### config.mk
export PLATFORM = sky130hd
export DESIGN_NAME = smb_ptr_mem
export DESIGN_NICKNAME = d
export VERILOG_FILES = /design/src/rtl/smb_ptr_pkg.sv /design/src/rtl/smb_ptr_sync.sv /design/src/rtl/smb_ptr_ctrl.sv /design/src/rtl/smb_ptr_dp.sv /design/src/rtl/smb_ptr_mem.sv
export SDC_FILE = /design/constraint.sdc
export NUM_CORES = 2
export LEC_CHECK = 0
export BUFFER_PORTS_ARGS = -buffer_cell sky130_fd_sc_hd__buf_4
export CAP_MARGIN = 20
export CORE_MARGIN = 2
export CORE_UTILIZATION = 60
export DETAILED_ROUTE_END_ITERATION = 16
export GPL_TIMING_DRIVEN = 0
export PLACE_DENSITY = 0.76
export SYNTH_ARGS = -nofsm -noshare
export SYNTH_HDL_FRONTEND = slang
export SYNTH_HIERARCHICAL = 1
export SYNTH_SLANG_ARGS = --single-unit
### constraint.sdc
create_clock -name clk -period 3.8 [get_ports clk]
set_input_delay 0.57 -clock clk [delete_from_list [all_inputs] [get_ports clk]]
set_output_delay 0.57 -clock clk [all_outputs]
set_load 0.05 [all_outputs]
### src/rtl/smb_ptr_pkg.sv
package smb_ptr_pkg;

  typedef enum logic [2:0] {
    ST_IDLE,
    ST_RX,
    ST_RXACK,
    ST_TX,
    ST_TXACK
  } ctlState_t;

  // one-cycle commands from control to datapath
  typedef struct packed {
    logic sampleBit;  // shift the data level into the receive register
    logic ptrLoad;    // receive register -> pointer
    logic memWrite;   // receive register -> store[pointer]
    logic txLoad;     // store[pointer] -> transmit register, pointer + 1
    logic txShift;    // next transmit bit to the MSB
  } dpStrobe_t;

endpackage

### src/rtl/smb_ptr_sync.sv
module smb_ptr_sync #(
  parameter int STAGES = 2
) (
  input  logic clk,
  input  logic rstN,
  input  logic sclIn,
  input  logic sdaIn,
  output logic sclLevel,
  output logic sdaLevel,
  output logic sclRise,
  output logic sclFall,
  output logic startSeen,
  output logic stopSeen
);

  logic [STAGES-1:0] sclPipe;
  logic [STAGES-1:0] sdaPipe;
  logic sclLast;
  logic sdaLast;

  generate
    if (STAGES == 1) begin : g_single
      always_ff @(posedge clk or negedge rstN) begin
        if (!rstN) begin
          sclPipe <= '1;
          sdaPipe <= '1;
        end else begin
          sclPipe <= sclIn;
          sdaPipe <= sdaIn;
        end
      end
    end else begin : g_multi
      always_ff @(posedge clk or negedge rstN) begin
        if (!rstN) begin
          sclPipe <= '1;
          sdaPipe <= '1;
        end else begin
          sclPipe <= {sclPipe[STAGES-2:0], sclIn};
          sdaPipe <= {sdaPipe[STAGES-2:0], sdaIn};
        end
      end
    end
  endgenerate

  always_ff @(posedge clk or negedge rstN) begin
    if (!rstN) begin
      sclLast <= 1'b1;
      sdaLast <= 1'b1;
    end else begin
      sclLast <= sclPipe[STAGES-1];
      sdaLast <= sdaPipe[STAGES-1];
    end
  end

  assign sclLevel  = sclPipe[STAGES-1];
  assign sdaLevel  = sdaPipe[STAGES-1];
  assign sclRise   = sclLevel & ~sclLast;
  assign sclFall   = ~sclLevel & sclLast;
  assign startSeen = sclLevel & sclLast & sdaLast & ~sdaLevel;
  assign stopSeen  = sclLevel & sclLast & ~sdaLast & sdaLevel;

endmodule

### src/rtl/smb_ptr_ctrl.sv
module smb_ptr_ctrl
  import smb_ptr_pkg::*;
#(
  parameter logic [6:0] DEV_ADDR = 7'h50
) (
  input  logic       clk,
  input  logic       rstN,
  input  logic       sclRise,
  input  logic       sclFall,
  input  logic       startSeen,
  input  logic       stopSeen,
  input  logic       sdaLevel,
  input  logic [7:0] rxByte,
  input  logic       txMsb,
  output dpStrobe_t  stb,
  output logic       sdaDriveLow
);

  ctlState_t  state, stateNext;
  logic [3:0] bitCnt, bitCntNext;
  logic [1:0] byteIdx, byteIdxNext;
  logic       isRead, isReadNext;
  logic       masterAck, masterAckNext;

  always_ff @(posedge clk or negedge rstN) begin
    if (!rstN) begin
      state     <= ST_IDLE;
      bitCnt    <= '0;
      byteIdx   <= '0;
      isRead    <= 1'b0;
      masterAck <= 1'b0;
    end else begin
      state     <= stateNext;
      bitCnt    <= bitCntNext;
      byteIdx   <= byteIdxNext;
      isRead    <= isReadNext;
      masterAck <= masterAckNext;
    end
  end

  always_comb begin
    stb           = '0;
    stateNext     = state;
    bitCntNext    = bitCnt;
    byteIdxNext   = byteIdx;
    isReadNext    = isRead;
    masterAckNext = masterAck;
    if (stopSeen) begin
      stateNext = ST_IDLE;
    end else if (startSeen) begin
      stateNext   = ST_RX;
      bitCntNext  = '0;
      byteIdxNext = '0;
    end else begin
      unique case (state)
        ST_RX: begin
          if (sclRise && bitCnt < 4'd8) begin
            stb.sampleBit = 1'b1;
            bitCntNext    = bitCnt + 4'd1;
          end else if (sclFall && bitCnt == 4'd8) begin
            unique case (byteIdx)
              2'd0: begin
                if (rxByte[7:1] == DEV_ADDR) begin
                  stateNext  = ST_RXACK;
                  isReadNext = rxByte[0];
                end else begin
                  stateNext = ST_IDLE;
                end
              end
              2'd1: begin
                stb.ptrLoad = 1'b1;
                stateNext   = ST_RXACK;
              end
              2'd2: begin
                stb.memWrite = 1'b1;
                stateNext    = ST_RXACK;
              end
              default: stateNext = ST_IDLE;
            endcase
          end
        end
        ST_RXACK: begin
          if (sclFall) begin
            bitCntNext = '0;
            if (isRead) begin
              stb.txLoad = 1'b1;
              stateNext  = ST_TX;
            end else begin
              stateNext   = ST_RX;
              byteIdxNext = (byteIdx == 2'd3) ? 2'd3 : byteIdx + 2'd1;
            end
          end
        end
        ST_TX: begin
          if (sclFall) begin
            if (bitCnt == 4'd7) begin
              stateNext  = ST_TXACK;
              bitCntNext = '0;
            end else begin
              stb.txShift = 1'b1;
              bitCntNext  = bitCnt + 4'd1;
            end
          end
        end
        ST_TXACK: begin
          if (sclRise) begin
            masterAckNext = ~sdaLevel;
          end else if (sclFall) begin
            if (masterAck) begin
              stb.txLoad = 1'b1;
              stateNext  = ST_TX;
            end else begin
              stateNext = ST_IDLE;
            end
          end
        end
        default: ;
      endcase
    end
  end

  assign sdaDriveLow = (state == ST_RXACK) | ((state == ST_TX) & ~txMsb);

endmodule

### src/rtl/smb_ptr_dp.sv
module smb_ptr_dp
  import smb_ptr_pkg::*;
#(
  parameter int MEM_BYTES = 128,
  parameter int PTR_W     = $clog2(MEM_BYTES)
) (
  input  logic             clk,
  input  logic             rstN,
  input  logic             sdaLevel,
  input  logic             wpIn,
  input  dpStrobe_t        stb,
  output logic [7:0]       rxByte,
  output logic             txMsb,
  output logic [PTR_W-1:0] ptrVal
);

  logic [7:0]       store [MEM_BYTES];
  logic [7:0]       rxShift;
  logic [7:0]       txReg;
  logic [PTR_W-1:0] ptr;

  always_ff @(posedge clk or negedge rstN) begin
    if (!rstN) begin
      rxShift <= '0;
      txReg   <= '0;
      ptr     <= '0;
      for (int i = 0; i < MEM_BYTES; i++) store[i] <= '0;
    end else begin
      if (stb.sampleBit) rxShift <= {rxShift[6:0], sdaLevel};
      if (stb.ptrLoad) ptr <= rxShift[PTR_W-1:0];
      if (stb.memWrite && !wpIn) store[ptr] <= rxShift;
      if (stb.txLoad) begin
        txReg <= store[ptr];
        ptr   <= ptr + 1'b1;
      end else if (stb.txShift) begin
        txReg <= {txReg[6:0], 1'b0};
      end
    end
  end

  assign rxByte = rxShift;
  assign txMsb  = txReg[7];
  assign ptrVal = ptr;

endmodule

### src/rtl/smb_ptr_mem.sv
module smb_ptr_mem
  import smb_ptr_pkg::*;
#(
  parameter logic [6:0] DEV_ADDR    = 7'h50,
  parameter int         MEM_BYTES   = 128,
  parameter int         SYNC_STAGES = 2
) (
  input  logic clk,
  input  logic rstN,
  input  logic sclIn,
  input  logic sdaIn,
  input  logic wpIn,
  output logic sdaDriveLow
);

  localparam int PTR_W = $clog2(MEM_BYTES);

  logic             sclLevel, sdaLevel, sclRise, sclFall, startSeen, stopSeen;
  dpStrobe_t        stb;
  logic [7:0]       rxByte;
  logic             txMsb;
  logic [PTR_W-1:0] ptrVal;

  smb_ptr_sync #(.STAGES(SYNC_STAGES)) u_sync (
    .clk(clk), .rstN(rstN), .sclIn(sclIn), .sdaIn(sdaIn),
    .sclLevel(sclLevel), .sdaLevel(sdaLevel), .sclRise(sclRise),
    .sclFall(sclFall), .startSeen(startSeen), .stopSeen(stopSeen)
  );

  smb_ptr_ctrl #(.DEV_ADDR(DEV_ADDR)) u_ctrl (
    .clk(clk), .rstN(rstN), .sclRise(sclRise), .sclFall(sclFall),
    .startSeen(startSeen), .stopSeen(stopSeen), .sdaLevel(sdaLevel),
    .rxByte(rxByte), .txMsb(txMsb), .stb(stb), .sdaDriveLow(sdaDriveLow)
  );

  smb_ptr_dp #(.MEM_BYTES(MEM_BYTES), .PTR_W(PTR_W)) u_dp (
    .clk(clk), .rstN(rstN), .sdaLevel(sdaLevel), .wpIn(wpIn), .stb(stb),
    .rxByte(rxByte), .txMsb(txMsb), .ptrVal(ptrVal)
  );

endmodule

## Word-level counts from Yosys, hierarchy flattened

Cells that the tools add are included.

| storage, ports and cells | value |
|---|---|
| bits in registers | 1064 |
| input port bits | 5 |
| output and inout port bits | 1 |

| operators by class | value |
|---|---|
| add/sub/neg operators | 3 |
| magnitude comparators | 3 |
| equal/unequal tests | 21 |
| muxes and demuxes | 52 |
| bitwise gates (word level) | 18 |
| reduce and logical (&&, ||, !) cells | 18 |

Operator list:

| cell | count |
|---|---|
| $bwmux W1024 | 1 |
| $bmux W8 S7 | 1 |
| $demux W8 S7 | 1 |
| $mux W8 | 5 |
| $mux W3 | 10 |
| $mux W2 | 10 |
| $mux W4 | 5 |
| $ne A4 B3 Y1 const B | 5 |
| $mux W7 | 2 |
| $pmux W3 S4 | 1 |
| $pmux W4 S3 | 1 |
| $mux W1 | 11 |
| $mux W5 | 2 |
| $ne A3 B2 Y1 const B | 3 |
| $and A1 B1 Y1 | 8 |
| $ge A8 B8 Y1 const B | 1 |
| $lt A8 B1 Y1 const B | 1 |
| $ne A4 B4 Y1 const B | 2 |
| $not A1 Y1 | 8 |
| $not A7 Y8 | 1 |
| $reduce_and A4 Y1 | 2 |
| $reduce_and A8 Y1 | 1 |
| $reduce_bool A2 Y1 | 4 |
| $add A7 B1 Y7 const B | 1 |
| 23 further kinds | 28 |

## Depth between registers and ports, before layout

| depth | value |
|---|---|
| depth after elaboration | 10 |
| gate-level depth with buffers | 12 |
| mapped depth without buffers | 10 |

## Hierarchy

Netlist, hierarchy kept.

Modules (own cells, without submodules):

| module | instances | cells an instance | area each (µm²) | seq. area each (µm²) |
|---|---|---|---|---|
| smb_ptr_dp | 1 | 3675 | 48690.4 | 26200.1 |
| smb_ptr_ctrl | 1 | 92 | 919.6 | 275.3 |
| smb_ptr_sync | 1 | 10 | 190.2 | 157.7 |

## Worst setup path after synthesis

No wires, ideal clock.

| timing | value |
|---|---|
| path kind | flip-flop to flip-flop |
| from | register u_sync.sclLast |
| to | register u_dp/store[840] (netlist name) |
| library setup time | 0.125 ns |
| arrival | 2.907 ns |
| required time | 3.675 ns |
| path slack | 0.769 ns |
| stages on the path, launching flop included | 11 |
| path buffers | 2 |
| period minus slack after synthesis | 3.031 ns |
| cells stage by stage | dfstp_2 nor2b_1 nand4b_1 nor4b_4 and3_1 nor2b_1 clkbuf_1 nand2_2 buf_6 nor2_2 mux2_2 |

RTL lines:

| item | line | RTL |
|---|---|---|
| from (decl) | smb_ptr_sync.sv:18 | `logic sclLast;` |
| from (signal assigned) | smb_ptr_sync.sv:50 | `sclLast <= sclPipe[STAGES-1];` |
| to (signal, indexed assignment) | smb_ptr_dp.sv:31 | `if (stb.memWrite && !wpIn) store[ptr] <= rxShift;` |
| to (decl) | smb_ptr_dp.sv:17 | `logic [7:0] store [MEM_BYTES];` |

## Final worst setup path

| timing | value |
|---|---|
| from | register u_dp.ptr[1] (netlist: u_dp/ptrVal[1]) |
| to | register u_dp.txReg[1] |

| between the ends | value |
|---|---|
| longest elaborated chain between the ends | 5 |

RTL lines:

| item | line | RTL |
|---|---|---|
| from (decl) | smb_ptr_dp.sv:20 | `logic [PTR_W-1:0] ptr;` |
| from (signal assigned) | smb_ptr_dp.sv:30 | `if (stb.ptrLoad) ptr <= rxShift[PTR_W-1:0];` |
| from (signal assigned) | smb_ptr_dp.sv:34 | `ptr <= ptr + 1'b1;` |
| $not A7 Y8 (implied by the code) | smb_ptr_dp.sv:33 | `txReg <= store[ptr];` |
| $bmux W8 S7 | smb_ptr_dp.sv:33 |  |
| $mux W8 (implied by the code) (2 in a row) | smb_ptr_dp.sv:33 |  |
| $mux W8 | smb_ptr_dp.sv:32 | `if (stb.txLoad) begin` |
| to (signal assigned) | smb_ptr_dp.sv:33 |  |
| to (signal assigned) | smb_ptr_dp.sv:36 | `txReg <= {txReg[6:0], 1'b0};` |
| to (decl) | smb_ptr_dp.sv:19 | `logic [7:0] txReg;` |

Every way passes these cells. The select of a mux whose other input is x is not followed.
A chain may end at the register's enable or synchronous reset.

==> flow_summary.html <==
<table>
<tr><th>Metric</th><th>Value</th></tr>
<tr><th colspan="2">CTS</th></tr>
<tr><td>Clock transition at the registers of the reported paths</td><td>70 ps</td></tr>
<tr><td>Worst-skew pair later-pin latency</td><td>700 ps</td></tr>
<tr><td>CTS HTree Levels</td><td>3</td></tr>
<tr><td>TritonCTS clock tree</td><td>yes</td></tr>
<tr><td>CTS Buffer Depth</td><td>3</td></tr>
<tr><td>Number of CTS-inserted buffers</td><td>109</td></tr>
<tr><td>Clock Sink Count</td><td>1064</td></tr>
<tr><td>Root Driver</td><td>sky130_fd_sc_hd__clkbuf_16</td></tr>
<tr><th colspan="2">STA</th></tr>
<tr><td>Final number of max-transition violations</td><td>0</td></tr>
<tr><td>Worst slew slack as a fraction of its limit</td><td>10.4%</td></tr>
<tr><td>Unrepaired setup endpoints after global routing</td><td>yes</td></tr>
<tr><td>Total setup violations reported at the end of the flow</td><td>98</td></tr>
<tr><td>Period Utilization, post-route</td><td>111%</td></tr>
<tr><td>Worst Skew</td><td>26.9 ps</td></tr>
<tr><td>Crit path setup slack, layout</td><td>-407 ps</td></tr>
<tr><td>Final Hold Violating Endpoints</td><td>0</td></tr>
<tr><td>Worst Hold Margin</td><td>16.6 ps</td></tr>
<tr><td>Maximum clock rate</td><td>0.238 GHz</td></tr>
<tr><td>Worst Tran Pin Value</td><td>between 1000 and 1500 ps</td></tr>
<tr><td>Post-layout min period</td><td>4210 ps</td></tr>
<tr><th colspan="2">Synth</th></tr>
<tr><td>Post-Synthesis Mean Instance Area</td><td>13.2 um2</td></tr>
<tr><td>XOR/XNOR share of the synthesized area</td><td>0%</td></tr>
<tr><td>Adder-Cell Fraction of Synth Area</td><td>0.226%</td></tr>
<tr><td>Share of the synthesized area in the top cell type</td><td>53.2%</td></tr>
<tr><td>Total of warnings raised by yosys</td><td>6</td></tr>
<tr><td>Area of the mapped netlist</td><td>around 50000 um2</td></tr>
<tr><td>Proportion of synthesized area in mux cells</td><td>28.9%</td></tr>
<tr><td>#FFs+latches synth</td><td>1064</td></tr>
<tr><td>Largest family of logic cells by synthesized area</td><td>multiplexers</td></tr>
<tr><td>Number of flops mapped to enable cells by yosys</td><td>0</td></tr>
<tr><td>Fraction of the mapped netlist area in compound gates</td><td>8.47%</td></tr>
<tr><td>Synth area leaders</td><td>sky130_fd_sc_hd__dfrtp_1 (53%), sky130_fd_sc_hd__mux2_2 (22%), sky130_fd_sc_hd__mux4_2 (3.3%)</td></tr>
<tr><td>Number of instances in the synthesized netlist</td><td>3777</td></tr>
<tr><td>Area share of and/or/nand/nor cells after synthesis</td><td>5.93%</td></tr>
<tr><td>Cell type with the largest total area after synthesis</td><td>sky130_fd_sc_hd__dfrtp_1</td></tr>
<tr><td>Async set or reset register ratio after synthesis</td><td>100%</td></tr>
<tr><td>Library cell with the highest instance count after synthesis</td><td>sky130_fd_sc_hd__dfrtp_1</td></tr>
<tr><td>Top cell types by occurrence after synthesis</td><td>sky130_fd_sc_hd__dfrtp_1 (1058), sky130_fd_sc_hd__mux2_2 (985), sky130_fd_sc_hd__nand2_1 (231)</td></tr>
<tr><td>Main flop type after synthesis</td><td>sky130_fd_sc_hd__dfrtp_1</td></tr>
<tr><td>Sequential fraction of the synthesis area</td><td>between 50% and 60%</td></tr>
<tr><td>Number of unique standard cell types used by synthesis</td><td>92</td></tr>
<tr><td>Post-Synthesis Net Count</td><td>3791</td></tr>
<tr><th colspan="2">Route</th></tr>
<tr><td>Total wire length</td><td>216 mm</td></tr>
<tr><td>Vias</td><td>~39000</td></tr>
<tr><td>DRC violation total after the first TritonRoute iteration</td><td>6239</td></tr>
<tr><td>Drt via density</td><td>7.51</td></tr>
<tr><td>DRC violation count after routing</td><td>0</td></tr>
<tr><td>Wire length per cell</td><td>42.1 um</td></tr>
<tr><td>Detail Route Antenna Nets</td><td>0</td></tr>
<tr><td>Pre-Repair DR Iteration Count</td><td>12</td></tr>
<tr><th colspan="2">Worst setup path</th></tr>
<tr><td>Required time at the worst-slack endpoint</td><td>4420 ps</td></tr>
<tr><td>Slowest Stage Delay on Critical Path</td><td>about 940 ps</td></tr>
<tr><td>Launching element type of the critical path</td><td>register</td></tr>
<tr><td>Dominant cell type by count on the critical path</td><td>sky130_fd_sc_hd__buf_2</td></tr>
<tr><td>Largest driver fanout on the critical path</td><td>10</td></tr>
<tr><td>Reg-to-Reg End</td><td>u_dp/txReg[1]$_DFFE_PN0P_</td></tr>
<tr><td>Cell depth of the worst flop-to-flop path</td><td>9</td></tr>
<tr><td>Type of the worst setup path</td><td>reg -&gt; reg</td></tr>
<tr><td>Arrival time at the worst endpoint</td><td>4830 ps</td></tr>
<tr><td>R2R Path Start</td><td>u_dp/ptrVal[1]$_DFFE_PN0P_</td></tr>
<tr><td>CP cell instances</td><td>buf_2, buf_4, nor2_2, buf_2, a22oi_1, a21oi_1, o22ai_1, nor4_1, o41a_1</td></tr>
<tr><td>R2R setup slack</td><td>-410 ps</td></tr>
<tr><td>Endpoint type of the worst setup path</td><td>register</td></tr>
<tr><td>Family of cells with the greatest summed delay on the critical path</td><td>simple AND/OR/NAND/NOR gates</td></tr>
<tr><td>Number of buffers and inverters on the critical path</td><td>3</td></tr>
<tr><td>Slowest library cell on the worst path</td><td>sky130_fd_sc_hd__nor4_1</td></tr>
<tr><th colspan="2">Global route</th></tr>
<tr><td>First-pass GRT wire length</td><td>295 mm</td></tr>
<tr><td>Global-route usage over all layers</td><td>between 50% and 60%</td></tr>
<tr><td>Vias in the first global route</td><td>36768</td></tr>
<tr><td>Largest net degree at the start of global routing</td><td>roughly 180</td></tr>
<tr><td>Antenna violations before repair</td><td>24</td></tr>
<tr><td>Overflow after GRT</td><td>0</td></tr>
<tr><th colspan="2">Finish</th></tr>
<tr><td>Post-layout util</td><td>between 60% and 70%</td></tr>
<tr><td>Relative area change from synthesis to final layout</td><td>13.0%</td></tr>
<tr><td>Number of standard cells in the layout, taps in and fillers out</td><td>5130</td></tr>
<tr><td>Share of cells above drive strength 1</td><td>39.6%</td></tr>
<tr><td>Number of nets in the layout</td><td>3963</td></tr>
<tr><td>Design Area, Final</td><td>56300 um2</td></tr>
<tr><th colspan="2">Placement</th></tr>
<tr><td>Number of I/O port buffers</td><td>5</td></tr>
<tr><td>Post-place instance area</td><td>slightly above 50000 um2</td></tr>
<tr><td>Global placement routability congestion</td><td>1.07</td></tr>
<tr><td>Dpl hpwl</td><td>142 mm</td></tr>
<tr><td>Number of placed instances, taps included</td><td>a little under 5000</td></tr>
<tr><th colspan="2">Hold path</th></tr>
<tr><td>Worst Hold Endpoint</td><td>u_sync/sclPipe[0]$_DFF_PN1_</td></tr>
<tr><td>Cell depth of the worst min-delay path</td><td>1</td></tr>
<tr><td>Startpoint of the tightest hold check path</td><td>sclIn</td></tr>
<tr><td>Tightest Hold Check Type</td><td>in -&gt; reg</td></tr>
<tr><th colspan="2">Die</th></tr>
<tr><td>Number of standard-cell rows in the floorplan</td><td>105</td></tr>
<tr><td>Placeable core region</td><td>82100 um2</td></tr>
<tr><td>Number of top-level pins</td><td>6</td></tr>
<tr><td>Effective utilization at floorplan</td><td>60.7%</td></tr>
<tr><td>Total Die Area</td><td>85300 um2</td></tr>
<tr><td>Horizontal extent of the die</td><td>292 um</td></tr>
<tr><td>Die height</td><td>approximately 290 um</td></tr>
<tr><th colspan="2">Status</th></tr>
<tr><td>Violations in the final reports</td><td>setup timing</td></tr>
<tr><td>Status</td><td>finished with violations</td></tr>
<tr><th colspan="2">Power and ir drop</th></tr>
<tr><td>Reported leakage power</td><td>25.9 nW</td></tr>
<tr><td>PwrDens</td><td>486 nW/um2</td></tr>
<tr><td>Largest voltage drop on the vdd net</td><td>approximately 0.44 mV</td></tr>
<tr><th colspan="2">Run</th></tr>
<tr><td>Max-cap check violation count</td><td>0</td></tr>
</table>
==> layer usage <==
layer | vias to the layer above | track usage (%) | share of wire, %
met2 | 3531 | 67.1 | 39
met5 | - | 3.97 | 0.26
met4 | 22 | 38.0 | 9.7
met1 | 19594 | 63.5 | 35
met3 | 1101 | 25.1 | 16
li1 | 14287 | - | -
==> power by group <==
part	total (mW)	internal (mW)	switching, mW
Clock	11.5	6.77	4.68
Combinational	4.36	0.900	3.46
Sequential	11.5	11.4	0.130
==> per-stage QoR <==
step | worst slack, ps | TNS [ps] | power, mW
6_report | -407 | -5340 | 27.3
5_1_grt | -51.6 | -582 | 27.7
4_1_cts | -132 | -3160 | 26.9
3_5_place_dp | -813 | -208300 | 15.7
3_3_place_gp | -10550 | - | 15.5
2_1_floorplan | 769 | 0 | 13.3
==> worst max path at each step <==
stage                                           from  depth (start not counted)                          end
final                     u_dp/ptrVal[1]$_DFFE_PN0P_                          9    u_dp/txReg[1]$_DFFE_PN0P_
after global routing      u_dp/ptrVal[1]$_DFFE_PN0P_                          9    u_dp/txReg[1]$_DFFE_PN0P_
after CTS                   u_sync/sclLast$_DFF_PN1_                          9    u_dp/store[5]$_DFFE_PN0P_
after detailed placement  u_dp/ptrVal[1]$_DFFE_PN0P_                          9    u_dp/txReg[0]$_DFFE_PN0P_
after global placement                          rstN                          1  u_dp/store[801]$_DFFE_PN0P_
after floorplan             u_sync/sclLast$_DFF_PN1_                         10  u_dp/store[840]$_DFFE_PN0P_
==> flip-flops by register name, indices dropped and copies added (netlist names), 3 cells and up <==
register,flops
u_dp/ptrVal,7
u_ctrl/bitCnt,4
u_ctrl/state,3
u_dp/txReg,8
u_dp/rxByte,8
u_dp/store,1024
==> timing repair <==
| item | CTS | global route |
|---|---|---|
| gates resized for setup | 54 | 39 |
| pin swaps | 12 | 16 |
| setup buffers | 12 | 14 |
| hold buffers | 1 | 0 |
| endpoints found under the hold margin | 70 | 0 |
| endpoints found under the setup margin | 947 | 698 |
==> area by class of cell <==
cell class	instances	area [um2]
inverters	17	63.8
plain buffers	277	1570
multi-input cells	2417	21800
repair buffers	63	1020
well taps	1070	1340
diodes	23	57.6
clock buffers	159	3170
clock inverters	40	609
flip-flops and latches	1064	26600
fillers	5941	25800
==> layout by cell type (no fill, tap or decap), types with 59 or more instances in the layout <==
cell / Yosys / final
sky130_fd_sc_hd__clkbuf_16: 0 / 110
sky130_fd_sc_hd__dfrtp_1: 1058 / 1058
sky130_fd_sc_hd__mux2i_1: 148 / 145
sky130_fd_sc_hd__mux4_2: 72 / 72
sky130_fd_sc_hd__a22oi_1: 82 / 82
sky130_fd_sc_hd__buf_4: 28 / 59
sky130_fd_sc_hd__a221oi_1: 66 / 65
sky130_fd_sc_hd__nand2_1: 231 / 224
sky130_fd_sc_hd__mux2_2: 985 / 985
sky130_fd_sc_hd__clkbuf_1: 148 / 163
sky130_fd_sc_hd__nor2_1: 107 / 105
sky130_fd_sc_hd__o21ai_0: 195 / 191
sky130_fd_sc_hd__a21oi_1: 102 / 101
==> cell families (layout without fill, tap and decap cells) <==
family,Yosys count,after routing
multiplexers,1220,1220
AO/OA/AOI/OAI,633,633
adder cells (fa/ha/maj),9,9
AND/OR/NAND/NOR,555,555
flip-flops,1064,1064
other,0,23
buffers and inverters,296,556
Power figures use the tool's default switching activity.
